===== src/rtl/serial_cfg_pkg.sv =====
package serial_cfg_pkg;
  localparam int unsigned VAL_W_DEF  = 5;
  localparam int unsigned DATA_W_DEF = 8;

  typedef enum logic [1:0] {
    TGT_CTRL  = 2'd0,
    TGT_BANK0 = 2'd1,
    TGT_BANK1 = 2'd2,
    TGT_PROG  = 2'd3
  } target_e;
endpackage


===== src/rtl/spacing_guard.sv =====
module spacing_guard (
  input  logic clk_i,
  input  logic rst_ni,
  input  logic cpu_en_i,
  input  logic req_i,
  output logic accept_o,
  output logic blocked_o
);
  logic armed_q;

  assign accept_o  = cpu_en_i & req_i & ~armed_q;
  assign blocked_o = cpu_en_i & req_i & armed_q;

  // armed only for the CPU cycle right after an accepted write
  always_ff @(posedge clk_i or negedge rst_ni) begin
    if (!rst_ni)       armed_q <= 1'b0;
    else if (cpu_en_i) armed_q <= accept_o;
  end

  a_r7_no_back_to_back: assert property (@(posedge clk_i) disable iff (!rst_ni)
    accept_o |=> !accept_o);
endmodule


===== src/rtl/shift_assembler.sv =====
module shift_assembler #(
  parameter int unsigned VAL_W = 5,
  localparam int unsigned CNT_W = $clog2(VAL_W + 1)
) (
  input  logic             clk_i,
  input  logic             rst_ni,
  input  logic             take_i,
  input  logic             clear_i,
  input  logic             bit_i,
  output logic             done_o,
  output logic [VAL_W-1:0] value_o,
  output logic [CNT_W-1:0] count_o
);
  logic [VAL_W-2:0] sr_q;
  logic [CNT_W-1:0] cnt_q;
  logic             last;

  assign last    = (cnt_q == CNT_W'(VAL_W - 1));
  assign done_o  = take_i & ~clear_i & last;
  assign value_o = {bit_i, sr_q};
  assign count_o = cnt_q;

  always_ff @(posedge clk_i or negedge rst_ni) begin
    if (!rst_ni) begin
      sr_q  <= '0;
      cnt_q <= '0;
    end else if (clear_i || done_o) begin
      sr_q  <= '0;
      cnt_q <= '0;
    end else if (take_i) begin
      sr_q  <= {bit_i, sr_q[VAL_W-2:1]};
      cnt_q <= cnt_q + 1'b1;
    end
  end

  a_r2_count_in_range: assert property (@(posedge clk_i) disable iff (!rst_ni)
    cnt_q < CNT_W'(VAL_W));
  a_r4_restart_after_commit: assert property (@(posedge clk_i) disable iff (!rst_ni)
    done_o |=> cnt_q == '0);
endmodule


===== src/rtl/reg_bank.sv =====
module reg_bank #(
  parameter int unsigned VAL_W = 5,
  parameter int unsigned SEL_W = 2,
  parameter logic [VAL_W-1:0] CTRL_RST   = 5'h0C,
  parameter logic [VAL_W-1:0] FORCE_MASK = 5'h0C,
  localparam int unsigned NREG = 1 << SEL_W
) (
  input  logic                       clk_i,
  input  logic                       rst_ni,
  input  logic                       commit_i,
  input  logic [SEL_W-1:0]           sel_i,
  input  logic [VAL_W-1:0]           value_i,
  input  logic                       force_i,
  output logic [NREG-1:0][VAL_W-1:0] regs_o
);
  logic [NREG-1:0] we;

  for (genvar g = 0; g < NREG; g++) begin : g_reg
    localparam logic [VAL_W-1:0] RST_V = (g == 0) ? CTRL_RST : '0;
    logic [VAL_W-1:0] q;

    assign we[g] = commit_i && (sel_i == SEL_W'(g));

    if (g == 0) begin : g_ctrl
      always_ff @(posedge clk_i or negedge rst_ni) begin
        if (!rst_ni)      q <= RST_V;
        else if (we[g])   q <= value_i;
        else if (force_i) q <= q | FORCE_MASK;
      end
    end else begin : g_plain
      always_ff @(posedge clk_i or negedge rst_ni) begin
        if (!rst_ni)    q <= RST_V;
        else if (we[g]) q <= value_i;
      end
    end

    assign regs_o[g] = q;
  end

  a_r3_single_target: assert property (@(posedge clk_i) disable iff (!rst_ni)
    $onehot0(we));
  a_r5_no_commit_with_force: assert property (@(posedge clk_i) disable iff (!rst_ni)
    !(force_i && commit_i));
endmodule


===== src/rtl/serial_cfg_port.sv =====
module serial_cfg_port
  import serial_cfg_pkg::*;
#(
  parameter int unsigned VAL_W   = VAL_W_DEF,
  parameter int unsigned DATA_W  = DATA_W_DEF,
  parameter int unsigned ADDR_W  = 3,
  parameter int unsigned RST_BIT = 7,
  parameter logic [VAL_W-1:0] CTRL_RST   = 5'h0C,
  parameter logic [VAL_W-1:0] FORCE_MASK = 5'h0C,
  localparam int unsigned SEL_W = ADDR_W - 1,
  localparam int unsigned NREG  = 1 << SEL_W,
  localparam int unsigned CNT_W = $clog2(VAL_W + 1)
) (
  input  logic              clk_i,
  input  logic              rst_ni,
  input  logic              cpu_en_i,
  input  logic              wr_i,
  input  logic [ADDR_W-1:0] addr_i,
  input  logic [DATA_W-1:0] data_i,
  output logic [VAL_W-1:0]  ctrl_o,
  output logic [VAL_W-1:0]  bank0_o,
  output logic [VAL_W-1:0]  bank1_o,
  output logic [VAL_W-1:0]  prog_o
);
  logic req, accept, blocked, restart, take, done;
  logic [VAL_W-1:0] value;
  logic [CNT_W-1:0] count;
  logic [NREG-1:0][VAL_W-1:0] regs;

  assign req     = wr_i & addr_i[ADDR_W-1];
  assign restart = data_i[RST_BIT];
  assign take    = accept & ~restart;

  spacing_guard u_guard (
    .clk_i    (clk_i),
    .rst_ni   (rst_ni),
    .cpu_en_i (cpu_en_i),
    .req_i    (req),
    .accept_o (accept),
    .blocked_o(blocked)
  );

  shift_assembler #(.VAL_W(VAL_W)) u_asm (
    .clk_i  (clk_i),
    .rst_ni (rst_ni),
    .take_i (take),
    .clear_i(accept & restart),
    .bit_i  (data_i[0]),
    .done_o (done),
    .value_o(value),
    .count_o(count)
  );

  reg_bank #(
    .VAL_W     (VAL_W),
    .SEL_W     (SEL_W),
    .CTRL_RST  (CTRL_RST),
    .FORCE_MASK(FORCE_MASK)
  ) u_regs (
    .clk_i   (clk_i),
    .rst_ni  (rst_ni),
    .commit_i(done),
    .sel_i   (addr_i[SEL_W-1:0]),
    .value_i (value),
    .force_i (accept & restart),
    .regs_o  (regs)
  );

  assign ctrl_o  = regs[TGT_CTRL];
  assign bank0_o = regs[TGT_BANK0];
  assign bank1_o = regs[TGT_BANK1];
  assign prog_o  = regs[TGT_PROG];

  a_r1_low_half_ignored: assert property (@(posedge clk_i) disable iff (!rst_ni)
    (cpu_en_i && wr_i && !addr_i[ADDR_W-1]) |=> ($stable(count) && $stable(regs)));
  a_r8_blocked_holds: assert property (@(posedge clk_i) disable iff (!rst_ni)
    blocked |=> ($stable(count) && $stable(regs)));
  a_r9_idle_holds: assert property (@(posedge clk_i) disable iff (!rst_ni)
    !cpu_en_i |=> ($stable(count) && $stable(regs)));
  a_r5_restart_forces: assert property (@(posedge clk_i) disable iff (!rst_ni)
    (accept && restart) |=> ((ctrl_o & FORCE_MASK) == FORCE_MASK && count == '0));
endmodule


===== config.mk =====
export PLATFORM = sky130hd
export DESIGN_NAME = serial_cfg_port
export DESIGN_NICKNAME = d
export VERILOG_FILES = /design/src/rtl/serial_cfg_pkg.sv /design/src/rtl/spacing_guard.sv /design/src/rtl/shift_assembler.sv /design/src/rtl/reg_bank.sv /design/src/rtl/serial_cfg_port.sv
export SDC_FILE = /design/constraint.sdc
export NUM_CORES = 1
export LEC_CHECK = 0
export BUFFER_PORTS_ARGS = -buffer_cell sky130_fd_sc_hd__buf_4
export CAP_MARGIN = 10
export CELL_PAD_IN_SITES_DETAIL_PLACEMENT = 0
export CELL_PAD_IN_SITES_GLOBAL_PLACEMENT = 2
export CORE_MARGIN = 10
export CORE_UTILIZATION = 36
export DETAILED_ROUTE_END_ITERATION = 8
export PLACE_DENSITY_LB_ADDON = 0.08
export SETUP_SLACK_MARGIN = 0.02
export SLEW_MARGIN = 20
export SYNTH_ARGS = -nofsm -noshare
export SYNTH_HDL_FRONTEND = slang
export SYNTH_SLANG_ARGS = --single-unit

===== constraint.sdc =====
create_clock -name clk_i -period 3.7 [get_ports clk_i]
set_input_delay 0.185 -clock clk_i [delete_from_list [all_inputs] [get_ports clk_i]]
set_output_delay 0.185 -clock clk_i [all_outputs]
set_load 0.01 [all_outputs]

Word level (Yosys, flattened, before mapping)
Cells that the tools add are included.

word-level totals
  bits in registers = 28
  input bits = 15
  output and inout port bits = 20
  word-level logic and storage cells = 37

cells by class
  add/subtract/negate cells = 1
  eq/ne operators = 4
  mux-type cells = 6
  bitwise gates (word level) = 10
  reduce and logical (&&, ||, !) cells = 8

operator list
  kind                   number
  $mux W4                3
  $and A1 B1 Y1          7
  $mux W3                2
  $mux W5                1
  $eq A2 B2 Y1 const B   2
  $logic_and A1 B1 Y1    4
  $reduce_bool A2 Y1     2
  $add A3 B1 Y3 const B  1
  $eq A3 B3 Y1 const B   1
  $not A1 Y1             3
  $eq A2 B1 Y1 const B   1
  $logic_not A2 Y1       1
  $logic_or A1 B1 Y1     1

Longest topological paths before layout
Gate-level depths: netlist (run 1).

  depth in word-level cells = 9
  gate-level depth with buffers = 5

Modules after synthesis
From an unflattened synthesis (run 1), not the netlist that was laid out.

unflattened totals
  cells, all modules = 94
  area, all modules = 1227.4 um^2

modules (own cells, without submodules)
  module           instances  cells an instance  area each (um^2)
  reg_bank         1          48                 779.5
  shift_assembler  1          38                 375.4
  spacing_guard    1          5                  50.0
  serial_cfg_port  1          3                  22.5

Worst setup path after synthesis (run 1)
OpenSTA, ideal clock, no wires.

  path kind = reg-to-reg
  from = register u_asm.cnt_q[0], in the netlist u_asm.count_o[0]
  to = register u_regs.g_reg[2].q[4]
  setup time = 125 ps
  arrival time = 1467 ps
  data required time = 3575 ps
  slack = 2108 ps
  stages on the path, launching flop included = 6
  buffers on the path = 0
  period minus slack after synthesis = 1592 ps
  cells stage by stage = dfrtp_1 > inv_1 > ha_1 > nand2_1 > nor4_4 > mux2_2

on the way
  longest elaborated chain between the ends = 3

ends and longest elaborated chain
  what                    RTL line               text
  from (decl)             shift_assembler.sv:15  logic [CNT_W-1:0] cnt_q;
  from (signal assigned)  shift_assembler.sv:32  cnt_q <= cnt_q + 1'b1;
  $eq A3 B3 Y1            shift_assembler.sv:18  assign last = (cnt_q == CNT_W'(VAL_W - 1));
  $and A1 B1 Y1           shift_assembler.sv:19  assign done_o = take_i & ~clear_i & last;
  $logic_and A1 B1 Y1     reg_bank.sv:22         assign we[g] = commit_i && (sel_i == SEL_W'(g));
  to (signal assigned)    reg_bank.sv:33         else if (we[g]) q <= value_i;
  to (decl)               reg_bank.sv:20         logic [VAL_W-1:0] q;

No other way between the ends.
A chain may end at the register's enable or synchronous reset.

Worst setup path after layout (run 1)
  from = register u_asm.cnt_q[0], in the netlist u_asm.count_o[0]
  to = register u_regs.g_reg[1].q[0]

on the way
  longest elaborated chain between the ends = 3

ends and longest elaborated chain
  what                  RTL line
  $eq A3 B3 Y1          shift_assembler.sv:18
  $and A1 B1 Y1         shift_assembler.sv:19
  $logic_and A1 B1 Y1   reg_bank.sv:22
  to (signal assigned)  reg_bank.sv:33
  to (decl)             reg_bank.sv:20

No other way between the ends.

==> results by group, run 1 <==
Outcome
  • Status: completed

Cells and area
  • Post-route design area: between 1500 and 2000 um^2
  • Ant diodes: 0
  • Finished Layout Cells: 160
  • Filler cells: between 300 and 400
  • Area growth syn-to-layout: 24.0%
  • Layout cells sized above 1: 0.500
  • Final #Nets: 132

Setup path
  • CP Capture Type: flip-flop
  • Max stage delay on crit path: between 0.4 and 0.5 ns
  • Crit-path leading delay family: simple AND/OR/NAND/NOR gates
  • Startpoint types: flip-flop
  • Worst setup startpoint: u_asm.count_o[0]
  • Slowest cell on crit path: dfrtp_1
  • Critical Path, Cell by Cell: inv_1 > ha_1 > nand3_1 > nor4_4 > mux2_2
  • CP max FO: 5
  • WP buf/inv: 1
  • Worst setup endpoint: u_regs.g_reg[1].q[0]
  • RR Endpoint: u_regs.g_reg[1].q[0]
  • Flop2flop setup slack: 1.86 ns
  • Worst Path Required: 3.92 ns
  • Crit Path Class: reg2reg
  • Instance count on the critical path: 5
  • Critical R2R Launch: u_asm.count_o[0]
  • Arr. time, crit path: roughly 2.1 ns
  • Cells on worst reg2reg path: 5

Timing
  • Worst Skew: approximately 0.0060 ns
  • Final WS setup: between 1.5 and 2 ns
  • Hold slack: 0.0564 ns
  • Worst-Margin Slew: slightly below 0.5 ns
  • Final Hold Viols: 0
  • Slew Viols, Final: 0
  • Setup violators final: 0
  • Final worst-path cycle share: 0.497
  • Post-layout min period: 1.84 ns
  • RSZ-0062 raised after global routing: false
  • Final setup TNS: 0 ns
  • F_max: around 540 MHz
  • Max-slew headroom: 0.673

Synth
  • Distinct cells, synth: 22
  • Synthesized instance count: 83
  • Asr flop ratio synth: 1.00
  • Seq/Total Area, Yosys: 0.578
  • Post-synth top flop: dfrtp_1
  • Mapped Area: around 1200 um^2
  • Syn_nets: 100
  • Most instantiated library cell after synthesis: dfrtp_1
  • Synth top area cells: dfrtp_1 53%, mux2_2 18%, dfstp_2 4.3%
  • EDFF count, synth: 0
  • Yosys top cell by area: dfrtp_1
  • Yosys reg bits: 28
  • Commonest cells post-synth: 26 x dfrtp_1, 19 x mux2_2, 6 x nor3_1
  • Syn_area_per_cell: 14.7 um^2
  • Synth top area share: 0.534
  • Yosys warnings: 0

Placement
  • Worst Setup Slack post-DPL: ~1.8 ns
  • Cell count after placement: ~160
  • PortBufs: 28
  • GPL Wtd Cong: 0.659
  • Post-DP Area: 1470 um^2
  • HPWL Detailed: between 1500 and 2000 um

Global routing
  • Largest net degree at the start of global routing: 29
  • GRT overflow: 0
  • First-pass GRT wire length: 4240 um
  • Antenna violations before repair: 0
  • Global Route Usage Sum: 0.0855
  • Vias in the first global route: 862

Route
  • Top layer in use: met4
  • Vias: between 700 and 800
  • Final WL: ~2500 um
  • Vias per cell: around 4.8
  • DR iter-0 viols: 19
  • Routed Antenna Nets: 0
  • Routed wl met2: 1170 um
  • DR DRC count: 0
  • Pre-Repair DR Iteration Count: 3
  • Wire length per cell: between 15 and 20 um
  • DR WL met3: around 250 um
  • Routed met1 length: roughly 1100 um

Power
  • Clock Power Share: 0.239
  • Sw Share: 0.255
  • Power Internal: roughly 0.0004 W
  • Sequential power share: 0.631
  • VDD IR max: roughly 0.00025 V
  • Sw Pwr: 0.000137 W
  • Logic gate share of total power: 0.130
  • Pwr per Cell Area: around 350 nW/um^2
  • Leak: about 0.75 nW

Floorplan
  • Chip Width: 78.2 um
  • Starting Density: 0.368
  • Core ar.: around 3300 um^2
  • I/O pin count: 35
  • Die area: 6110 um^2
  • Floorplan row count: 21
  • Die Ht: 78.2 um

CTS
  • CTS Sinks: 28
  • Resized cells post-CTS: 0
  • Clock-pin slew on the worst setup and hold paths: approximately 0.15 ns
  • CTS tree: done
  • Number of setup buffers added after CTS: 0
  • Max clock buf depth: 2
  • H-tree Lvls: 1
  • Clk_lat worst skew: 0.32 ns
  • Total CTS buffers: 3
  • CTS Root Cell: clkbuf_4

Run
  • Max-cap violations: 0

Hold path
  • Hold WC Path Type: in2reg
## what timing repair did
item,CTS,global route
endpoints found under the hold margin,26,0
hold buffers,1,0
endpoints found under the setup margin,0,0
## cell usage in the layout (no fill, tap or decap), drive strengths merged, types with 2 or more instances in the layout
cell type / Yosys / final
a22o: 5 / 5
buf: 1 / 28
clkbuf: 1 / 4
dfrtp: 26 / 26
dfstp: 2 / 2
ha: 2 / 2
inv: 4 / 4
mux2: 19 / 19
nor2b: 2 / 2
nor3: 7 / 7
nor4: 4 / 4
o21ai: 2 / 2
## cells by family (layout without fill, tap and decap cells)
kind of cell,after synthesis,after routing,synth area share
fa+ha+maj,2,2,0.0206
mux,19,19,0.176
simple gates,20,20,0.153
flops,28,28,0.578
buf+inv,6,37,0.0216
compound gates,8,8,0.0514
## worst min path at each step
stage	startpoint	to	slack, ns	cells past startpoint
detailed placement	rst_ni	u_guard.armed_q	0.12	1
floorplan	rst_ni	u_asm.count_o[0]	-0.11	0
finish	cpu_en_i	u_guard.armed_q	0.06	2
CTS	cpu_en_i	u_guard.armed_q	0.04	2
global placement	rst_ni	u_guard.armed_q	0.12	1
global route	cpu_en_i	u_guard.armed_q	0.03	2
## flip-flops by register name, summed over array words and instances (netlist names)
name	flops
u_regs.g.q	20
u_asm.count_o	3
u_guard.armed_q	1
u_asm.sr_q	4
## power groups by stage
stage / Sequential [W] / Combinational (W) / Clock [W]
floorplan: 0.000341 / 0.0000419 / 0
global placement: 0.000343 / 0.0000678 / 0
detailed placement: 0.000344 / 0.0000702 / 0
CTS: 0.000338 / 0.0000717 / 0.000137
global route: 0.000341 / 0.0000779 / 0.000148
finish: 0.000338 / 0.0000693 / 0.000128
## per-layer routing
| layer | vias up | GRT usage |
|---|---|---|
| met2 | 19 | 0.138 |
| met4 | 0 | 0.0108 |
| met3 | 2 | 0.0501 |
| li1 | 366 | - |
| met1 | 378 | 0.0982 |
| met5 | - | 0 |
## cell type report
cell class | instances | area [um^2] | share of cell area
Tap cell | 46 | 57.6 | 0.0381
Timing Repair Buffer | 29 | 220 | 0.146
Clock buffer | 4 | 26.3 | 0.0174
Multi-Input combinational cell | 49 | 488 | 0.323
Inverter | 4 | 15.0 | 0.00994
Sequential cell | 28 | 703 | 0.466
## per-stage QoR
step	total power, W	util
finish	0.000535	0.456
CTS	0.000546	0.456
floorplan	0.000383	-
global placement	0.000411	0.445
detailed placement	0.000414	0.445
global route	0.000566	0.456
No activity file was read; power rests on OpenSTA's default activity.
==> inputs of run 2 (changes only) <==
--- a/config.mk
+++ b/config.mk
@@ -10,7 +10,7 @@
 export CELL_PAD_IN_SITES_DETAIL_PLACEMENT = 0
 export CELL_PAD_IN_SITES_GLOBAL_PLACEMENT = 2
 export CORE_MARGIN = 10
-export CORE_UTILIZATION = 36
+export CORE_UTILIZATION = 33
 export DETAILED_ROUTE_END_ITERATION = 8
 export PLACE_DENSITY_LB_ADDON = 0.08
 export SETUP_SLACK_MARGIN = 0.02
==> constraint.sdc (replaced) <==
create_clock -name clk_i -period 1.7 [get_ports clk_i]
set_input_delay 0.085 -clock clk_i [delete_from_list [all_inputs] [get_ports clk_i]]
set_output_delay 0.085 -clock clk_i [all_outputs]
set_load 0.01 [all_outputs]
==> results by group, run 2 (synthesis gave the netlist of run 1 again) <==
Setup path
  • Instance count on the critical path: 6 (+1)
  • Startpoint types: flip-flop
  • Crit-path leading delay family: flip-flops
  • Slowest cell on crit path: dfrtp_1
  • Cells on worst reg2reg path: 6 (+1)
  • Crit Path Class: reg2reg
  • Arr. time, crit path: 1.84 ns (-0.22 ns)
  • CP Capture Type: flip-flop
  • Max stage delay on crit path: 0.40 ns (about the same)
  • CP max FO: 5 (unchanged)
  • Worst Path Required: 1.87 ns (-2.05 ns)
  • Critical Path, Cell by Cell: inv_2 > ha_4 > nand3_1 > nor4_4 > buf_4 > mux2_2
  • WP buf/inv: 2 (+1)

Power
  • Leak: 0.853 nW (+14%)
  • Pwr per Cell Area: 868 nW/um^2 (+150%)
  • Logic gate share of total power: 0.149 (+0.019)
  • Power Internal: 0.00114 W (+190%)
  • Sw Share: 0.233 (-0.0229)
  • Sw Pwr: 0.000345 W (+150%)
  • Clock Power Share: 0.354 (+0.115)
  • VDD IR max: 0.000456 V (+86%)
  • Sequential power share: 0.497 (-0.134)

Floorplan
  • Starting Density: 0.338 (-0.0301)
  • Die area: 6520 um^2 (+6.7%)
  • Floorplan row count: 22 (+4.8%)
  • I/O pin count: 35 (unchanged)
  • Chip Width: 80.7 um (+3.3%)
  • Core ar.: 3610 um^2 (+8.9%)
  • Die Ht: 80.7 um (+3.3%)

Timing
  • Max-slew headroom: 0.714 (+0.0414)
  • Final worst-path cycle share: 0.983 (+0.486)
  • Setup violators final: 0 (unchanged)
  • Final Hold Viols: 0 (unchanged)
  • Post-layout min period: 1.67 ns (-0.167 ns)
  • Slew Viols, Final: 0 (unchanged)
  • Worst-Margin Slew: 0.423 ns (-0.0641 ns)
  • Worst Skew: 0.00572 ns (-0.000250 ns)
  • F_max: 598 MHz (+10%)
  • RSZ-0062 raised after global routing: true
  • Final setup TNS: 0 ns (unchanged)

CTS
  • Max clock buf depth: 2 (unchanged)
  • Total CTS buffers: 3 (unchanged)
  • CTS tree: done
  • CTS Sinks: 28 (unchanged)
  • CTS Root Cell: clkbuf_8
  • Clk_lat worst skew: 0.28 ns (-0.04 ns)
  • Clock-pin slew on the worst setup and hold paths: 0.10 ns (-0.05 ns)
  • H-tree Lvls: 1 (unchanged)

Cells and area
  • Area growth syn-to-layout: 40.4%
  • Most common cell after layout, fill and taps aside: buf_4
  • Ant diodes: 0 (unchanged)
  • Post-route design area: 1710 um^2 (+13%)
  • Reg with most FFs: u_regs.g.q
  • Number of flip-flops in the largest register: 20 (unchanged)
  • Final #Nets: 146 (+11%)
  • Multi-input logic area: 532 um^2 (+9.0%)
  • Layout cells sized above 1: 0.594 (+0.0938)
  • Most frequent cells in the layout: 41 x buf_4, 26 x dfrtp_1, 14 x mux2_2
  • Filler cells: 339 (+4.3%)
  • Post-layout util: 0.474 (+0.0178)
  • Seq. cell area: 703 um^2 (unchanged)

Placement
  • HPWL Detailed: 2100 um (+15%)
  • PortBufs: 28 (unchanged)
  • GPL Wtd Cong: 0.681 (+3.4%)
  • Post-DP Area: 1570 um^2 (+6.3%)

Global routing
  • First-pass GRT wire length: 4610 um (+8.8%)
  • GRT overflow: 0 (unchanged)
  • Antenna violations before repair: 0 (unchanged)
  • Vias in the first global route: 949 (+10%)
  • Largest net degree at the start of global routing: 29 (unchanged)
  • Global Route Usage Sum: 0.0930 (+0.00751)

Route
  • DR iter-0 viols: 45 (+26)
  • Vias per cell: 4.82 (+0.77%)
  • Wire length per cell: 16.1 um (+3.0%)
  • Vias: 848 (+11%)
  • Final WL: 2830 um (+13%)
  • DR DRC count: 0 (unchanged)
  • Pre-Repair DR Iteration Count: 4 (+1)
  • Routed Antenna Nets: 0 (unchanged)

Run
  • Max-cap violations: 0 (unchanged)

Outcome
  • Status: completed

Hold path
  • Hold Crit Depth: 2 (unchanged)
  • Hold WC Path Type: in2reg
run 2: cell types whose count changed in the layout (fill, tap and decap cells not counted), moves of 2 or more:
cell,change
buf_4,+13
mux2_2,-5
mux2_4,+5
clkbuf_4,-3
clkbuf_8,+3
inv_1,-2
inv_2,+2
run 2: layer usage:
metal	GRT usage	wire length (um)	up-vias
met5	0	0	-
met3	0.0364	195	4
met4	0.0415	43	0
met1	0.101	1190	430
met2	0.157	1400	19
li1	-	-	395
run 2: worst paths after layout:
kind                                       from  slack [ns]              endpoint
max in group asynchronous                rst_ni        1.13  u_regs.g_reg[0].q[3]
hold / removal                        data_i[0]        0.08         u_asm.sr_q[3]
setup reg to reg               u_asm.count_o[0]        0.03  u_regs.g_reg[1].q[2]
min in group asynchronous                rst_ni        0.25       u_guard.armed_q
setup / recovery               u_asm.count_o[0]        0.03  u_regs.g_reg[1].q[2]
hold reg to reg            u_regs.g_reg[1].q[4]        0.51  u_regs.g_reg[1].q[4]
run 2: stage by stage:
step / total power [W] / worst slack (ns) / hold WS [ns] / cells
finish: 0.00148 / 0.0286 / 0.0784 / 176
global route: 0.00156 / -0.0531 / 0.0821 / 176
CTS: 0.00150 / 0.0209 / 0.0749 / 176
detailed placement: 0.000932 / -0.0595 / 0.0279 / 169
global placement: 0.000924 / -0.0400 / 0.0223 / 169
floorplan: 0.000833 / 0.108 / -0.211 / 83
run 2: repair_timing:
action                                  4_1_cts  5_1_grt
setup buffers                                 1        0
resized for setup                             5        7
pin swaps                                     2        2
hold buffers                                  2        0
endpoints found under the setup margin       18       17
hold endpoints to repair                     27        0
run 2: layout make-up:
class | instances | share of cell area
clock buffer | 3 | 0.0242
timing repair buffer | 43 | 0.192
tap | 48 | 0.0351
multi-input combinational | 49 | 0.311
sequential | 28 | 0.411
clock inverter | 1 | 0.0176
inverter | 4 | 0.00878
run 2: power by group through the flow:
stage / clock network, W / registers, W / logic (W)
final: 0.000526 / 0.000737 / 0.000221
after detailed placement: 0 / 0.000747 / 0.000185
after global placement: 0 / 0.000745 / 0.000179
after CTS: 0.000543 / 0.000736 / 0.000219
after global routing: 0.000577 / 0.000743 / 0.000242
after floorplan: 0 / 0.000741 / 0.0000912
==> inputs of run 3 (changes only) <==
--- a/config.mk
+++ b/config.mk
@@ -5,15 +5,17 @@
 export SDC_FILE = /design/constraint.sdc
 export NUM_CORES = 1
 export LEC_CHECK = 0
+export ABC_AREA = 1
 export BUFFER_PORTS_ARGS = -buffer_cell sky130_fd_sc_hd__buf_4
 export CAP_MARGIN = 10
 export CELL_PAD_IN_SITES_DETAIL_PLACEMENT = 0
 export CELL_PAD_IN_SITES_GLOBAL_PLACEMENT = 2
 export CORE_MARGIN = 10
-export CORE_UTILIZATION = 33
+export CORE_UTILIZATION = 30
 export DETAILED_ROUTE_END_ITERATION = 8
 export PLACE_DENSITY_LB_ADDON = 0.08
 export SETUP_SLACK_MARGIN = 0.02
+export SKIP_LAST_GASP = 1
 export SLEW_MARGIN = 20
 export SYNTH_ARGS = -nofsm -noshare
 export SYNTH_HDL_FRONTEND = slang
==> results by group, run 3 <==
CTS
  • H-tree Lvls: 1 (unchanged)
  • Clock-pin slew on the worst setup and hold paths: 0.09 ns (about the same)
  • CTS Root Cell: clkbuf_8
  • CTS tree: done
  • Max clock buf depth: 2 (unchanged)
  • Total CTS buffers: 3 (unchanged)
  • Resized cells post-CTS: 0 (-5)
  • CTS Sinks: 28 (unchanged)
  • Clk_lat worst skew: 0.27 ns (about the same)

Hold path
  • Hold WC Path Type: in2reg
  • Hold EP: u_asm.sr_q[3]
  • Hold Crit Depth: 3 (+1)
  • HP Start: data_i[0]

Floorplan
  • I/O pin count: 35 (unchanged)
  • Floorplan row count: 23 (+4.5%)
  • Die area: 7110 um^2 (+9.1%)
  • Starting Density: 0.310 (-0.0273)
  • Chip Width: 84.3 um (+4.4%)
  • Core ar.: 4000 um^2 (+11%)
  • Die Ht: 84.3 um (+4.4%)

Synth
  • Synthesized instance count: 124 (+49%)
  • Asr flop ratio synth: 1.00 (unchanged)
  • Commonest cells post-synth: 39 x nand2_1, 26 x dfrtp_1, 18 x o21ai_1
  • Syn_nets: 141 (+41%)
  • Most instantiated library cell after synthesis: nand2_1
  • Mapped Area: 1240 um^2 (+2.0%)
  • Yosys reg bits: 28 (unchanged)
  • Synth top area cells: dfrtp_1 52%, nand2_1 12%, o21ai_1 7.3%
  • Yosys warnings: 0 (unchanged)
  • Seq/Total Area, Yosys: 0.567 (-0.0111)
  • Distinct cells, synth: 18 (-18%)
  • EDFF count, synth: 0 (unchanged)
  • Synth top area share: 0.524 (-0.0102)
  • Post-synth top flop: dfrtp_1
  • Yosys top cell by area: dfrtp_1
  • Syn_area_per_cell: 10.0 um^2 (-32%)

Global routing
  • Global Route Usage Sum: 0.0825 (-0.0105)
  • Vias in the first global route: 942 (-0.74%)
  • GRT overflow: 0 (unchanged)
  • First-pass GRT wire length: 4890 um (+6.0%)
  • Largest net degree at the start of global routing: 29 (unchanged)
  • Antenna violations before repair: 0 (unchanged)

Timing
  • Setup violators final: 0 (unchanged)
  • RSZ-0062 raised after global routing: false
  • Final worst-path cycle share: 0.814 (-0.169)
  • Post-layout min period: 1.38 ns (-0.287 ns)
  • Worst-Margin Slew: 0.371 ns (-0.0520 ns)
  • Hold slack: 0.0448 ns (-0.0336 ns)
  • Slew Viols, Final: 0 (unchanged)
  • Final setup TNS: 0 ns (unchanged)
  • Max-slew headroom: 0.753 (+0.0385)
  • Final Hold Viols: 0 (unchanged)
  • F_max: 722 MHz (+21%)
  • Worst Skew: 0.00218 ns (-0.00353 ns)

Placement
  • Cell count after placement: 201 (+19%)
  • GPL Wtd Cong: 0.681 (about the same)
  • HPWL Detailed: 2070 um (-1.5%)
  • PortBufs: 28 (unchanged)

Power
  • Leak: 0.839 nW (-1.6%)
  • Pwr per Cell Area: 974 nW/um^2 (+12%)
  • Logic gate share of total power: 0.206 (+0.057)
  • Pwr Total: 0.00154 W (+3.5%)
  • Sw Pwr: 0.000449 W (+30%)
  • Clock Power Share: 0.265 (-0.089)
  • Power Internal: 0.00109 W (-4.5%)
  • VDD IR max: 0.000345 V (-24%)
  • Sw Share: 0.292 (+0.0599)
  • Sequential power share: 0.529 (+0.032)

Cells and area
  • Most frequent cells in the layout: 39 x nand2_1, 28 x buf_4, 26 x dfrtp_1
  • Number of flip-flops in the largest register: 20 (unchanged)
  • Post-layout util: 0.394 (-0.0795)
  • Reg with most FFs: u_regs.g.q
  • Area growth syn-to-layout: 27.1%
  • Final #Nets: 175 (+20%)
  • Finished Layout Cells: 207 (+18%)
  • Layout cells sized above 1: 0.293 (-0.301)
  • Ant diodes: 0 (unchanged)
  • Most common cell after layout, fill and taps aside: nand2_1

Route
  • Vias per cell: 4.43 (-8.0%)
  • DR DRC count: 0 (unchanged)
  • DR iter-0 viols: 53 (+18%)
  • Vias: 918 (+8.3%)
  • Wire length per cell: 13.7 um (-15%)
  • Pre-Repair DR Iteration Count: 4 (unchanged)
  • Routed Antenna Nets: 0 (unchanged)
  • Final WL: 2840 um (+0.11%)

Outcome
  • Status: completed

Setup path
  • Cells on worst reg2reg path: 7 (+1)
  • Flop2flop setup slack: 0.32 ns (+0.29 ns)
  • Startpoint types: flip-flop
  • RR Endpoint: u_regs.g_reg[3].q[0]
  • Arr. time, crit path: 1.54 ns (-0.30 ns)
  • CP Capture Type: flip-flop
  • Worst Path Required: 1.86 ns (about the same)
  • Crit Path Class: reg2reg
  • CP max FO: 10 (+5)
  • Critical R2R Launch: u_asm.count_o[0]

Run
  • Max-cap violations: 0 (unchanged)
## run 3: cell count changes after synthesis, moves of 4 or more
cell,change
a22o_1,-5
mux2_2,-19
nand3_1,+8
inv_1,+5
o21ai_1,+18
nand2_1,+38
nand2_2,+4
nor3_1,-6
## run 3: power by group through the flow
stage,clock network [W],registers [W],logic [W]
CTS,0.000428,0.000813,0.000329
global route,0.000460,0.000827,0.000364
finish,0.000407,0.000812,0.000317
global placement,0,0.000823,0.000317
detailed placement,0,0.000826,0.000325
floorplan,0,0.000829,0.000187
## run 3: worst max path at each step
stage / from / to / slack (ns) / depth (start not counted)
3_3_place_gp: u_asm.count_o[0] / u_regs.g_reg[1].q[2] / 0.33 / 7
3_5_place_dp: u_asm.count_o[0] / u_regs.g_reg[3].q[0] / 0.31 / 7
5_1_grt: u_asm.count_o[0] / u_regs.g_reg[3].q[0] / 0.18 / 7
2_1_floorplan: u_asm.count_o[0] / u_regs.g_reg[1].q[1] / 0.46 / 7
4_1_cts: u_asm.count_o[0] / u_regs.g_reg[3].q[0] / 0.29 / 7
6_report: u_asm.count_o[0] / u_regs.g_reg[3].q[0] / 0.32 / 7
## run 3: layout make-up
type                       instances  area, um^2
clock buffer                       4        55.1
fill                             421        2420
inverter                          10        37.5
multi-input combinational         85         489
sequential                        28         703
tap                               50        62.6
timing repair buffer              30         230
## run 3: critical path, cell delays in order, from the launching register on
cell	delay (ns)
dfrtp_1	0.41
inv_1	0.08
ha_1	0.16
nand2_2	0.09
nor2_8	0.20
nand3b_4	0.17
nand2_1	0.10
o21ai_1	0.06
## run 3: cells by family (layout without fill, tap and decap cells)
group,count (synthesis),count (layout),share of synthesized area
AO/OA/AOI/OAI,20,20,0.0837
XOR/XNOR,1,1,0.00706
adder cells (fa/ha/maj),2,2,0.0202
buffers and inverters,11,44,0.0393
flip-flops,28,28,0.567
AND/OR/NAND/NOR,62,62,0.283
## run 3: through the flow
| stage | area, um^2 | setup slack [ns] |
|---|---|---|
| after CTS | 1580 | 0.290 |
| after floorplan | 1240 | 0.460 |
| final | 1580 | 0.315 |
| after global placement | 1500 | 0.333 |
| after detailed placement | 1500 | 0.305 |
| after global routing | 1580 | 0.177 |
## run 3: metal layers
metal / share of wire / up-vias / track usage
met5: 0 / - / 0
met4: 0.0067 / 0 / 0.0228
met3: 0.049 / 2 / 0.0232
met2: 0.43 / 18 / 0.129
met1: 0.51 / 421 / 0.108
li1: - / 477 / -
## run 3: repair_timing
item | 4_1_cts | 5_1_grt
hold endpoints to repair | 27 | 0
setup buffers | 0 | 0
hold buffers | 2 | 0
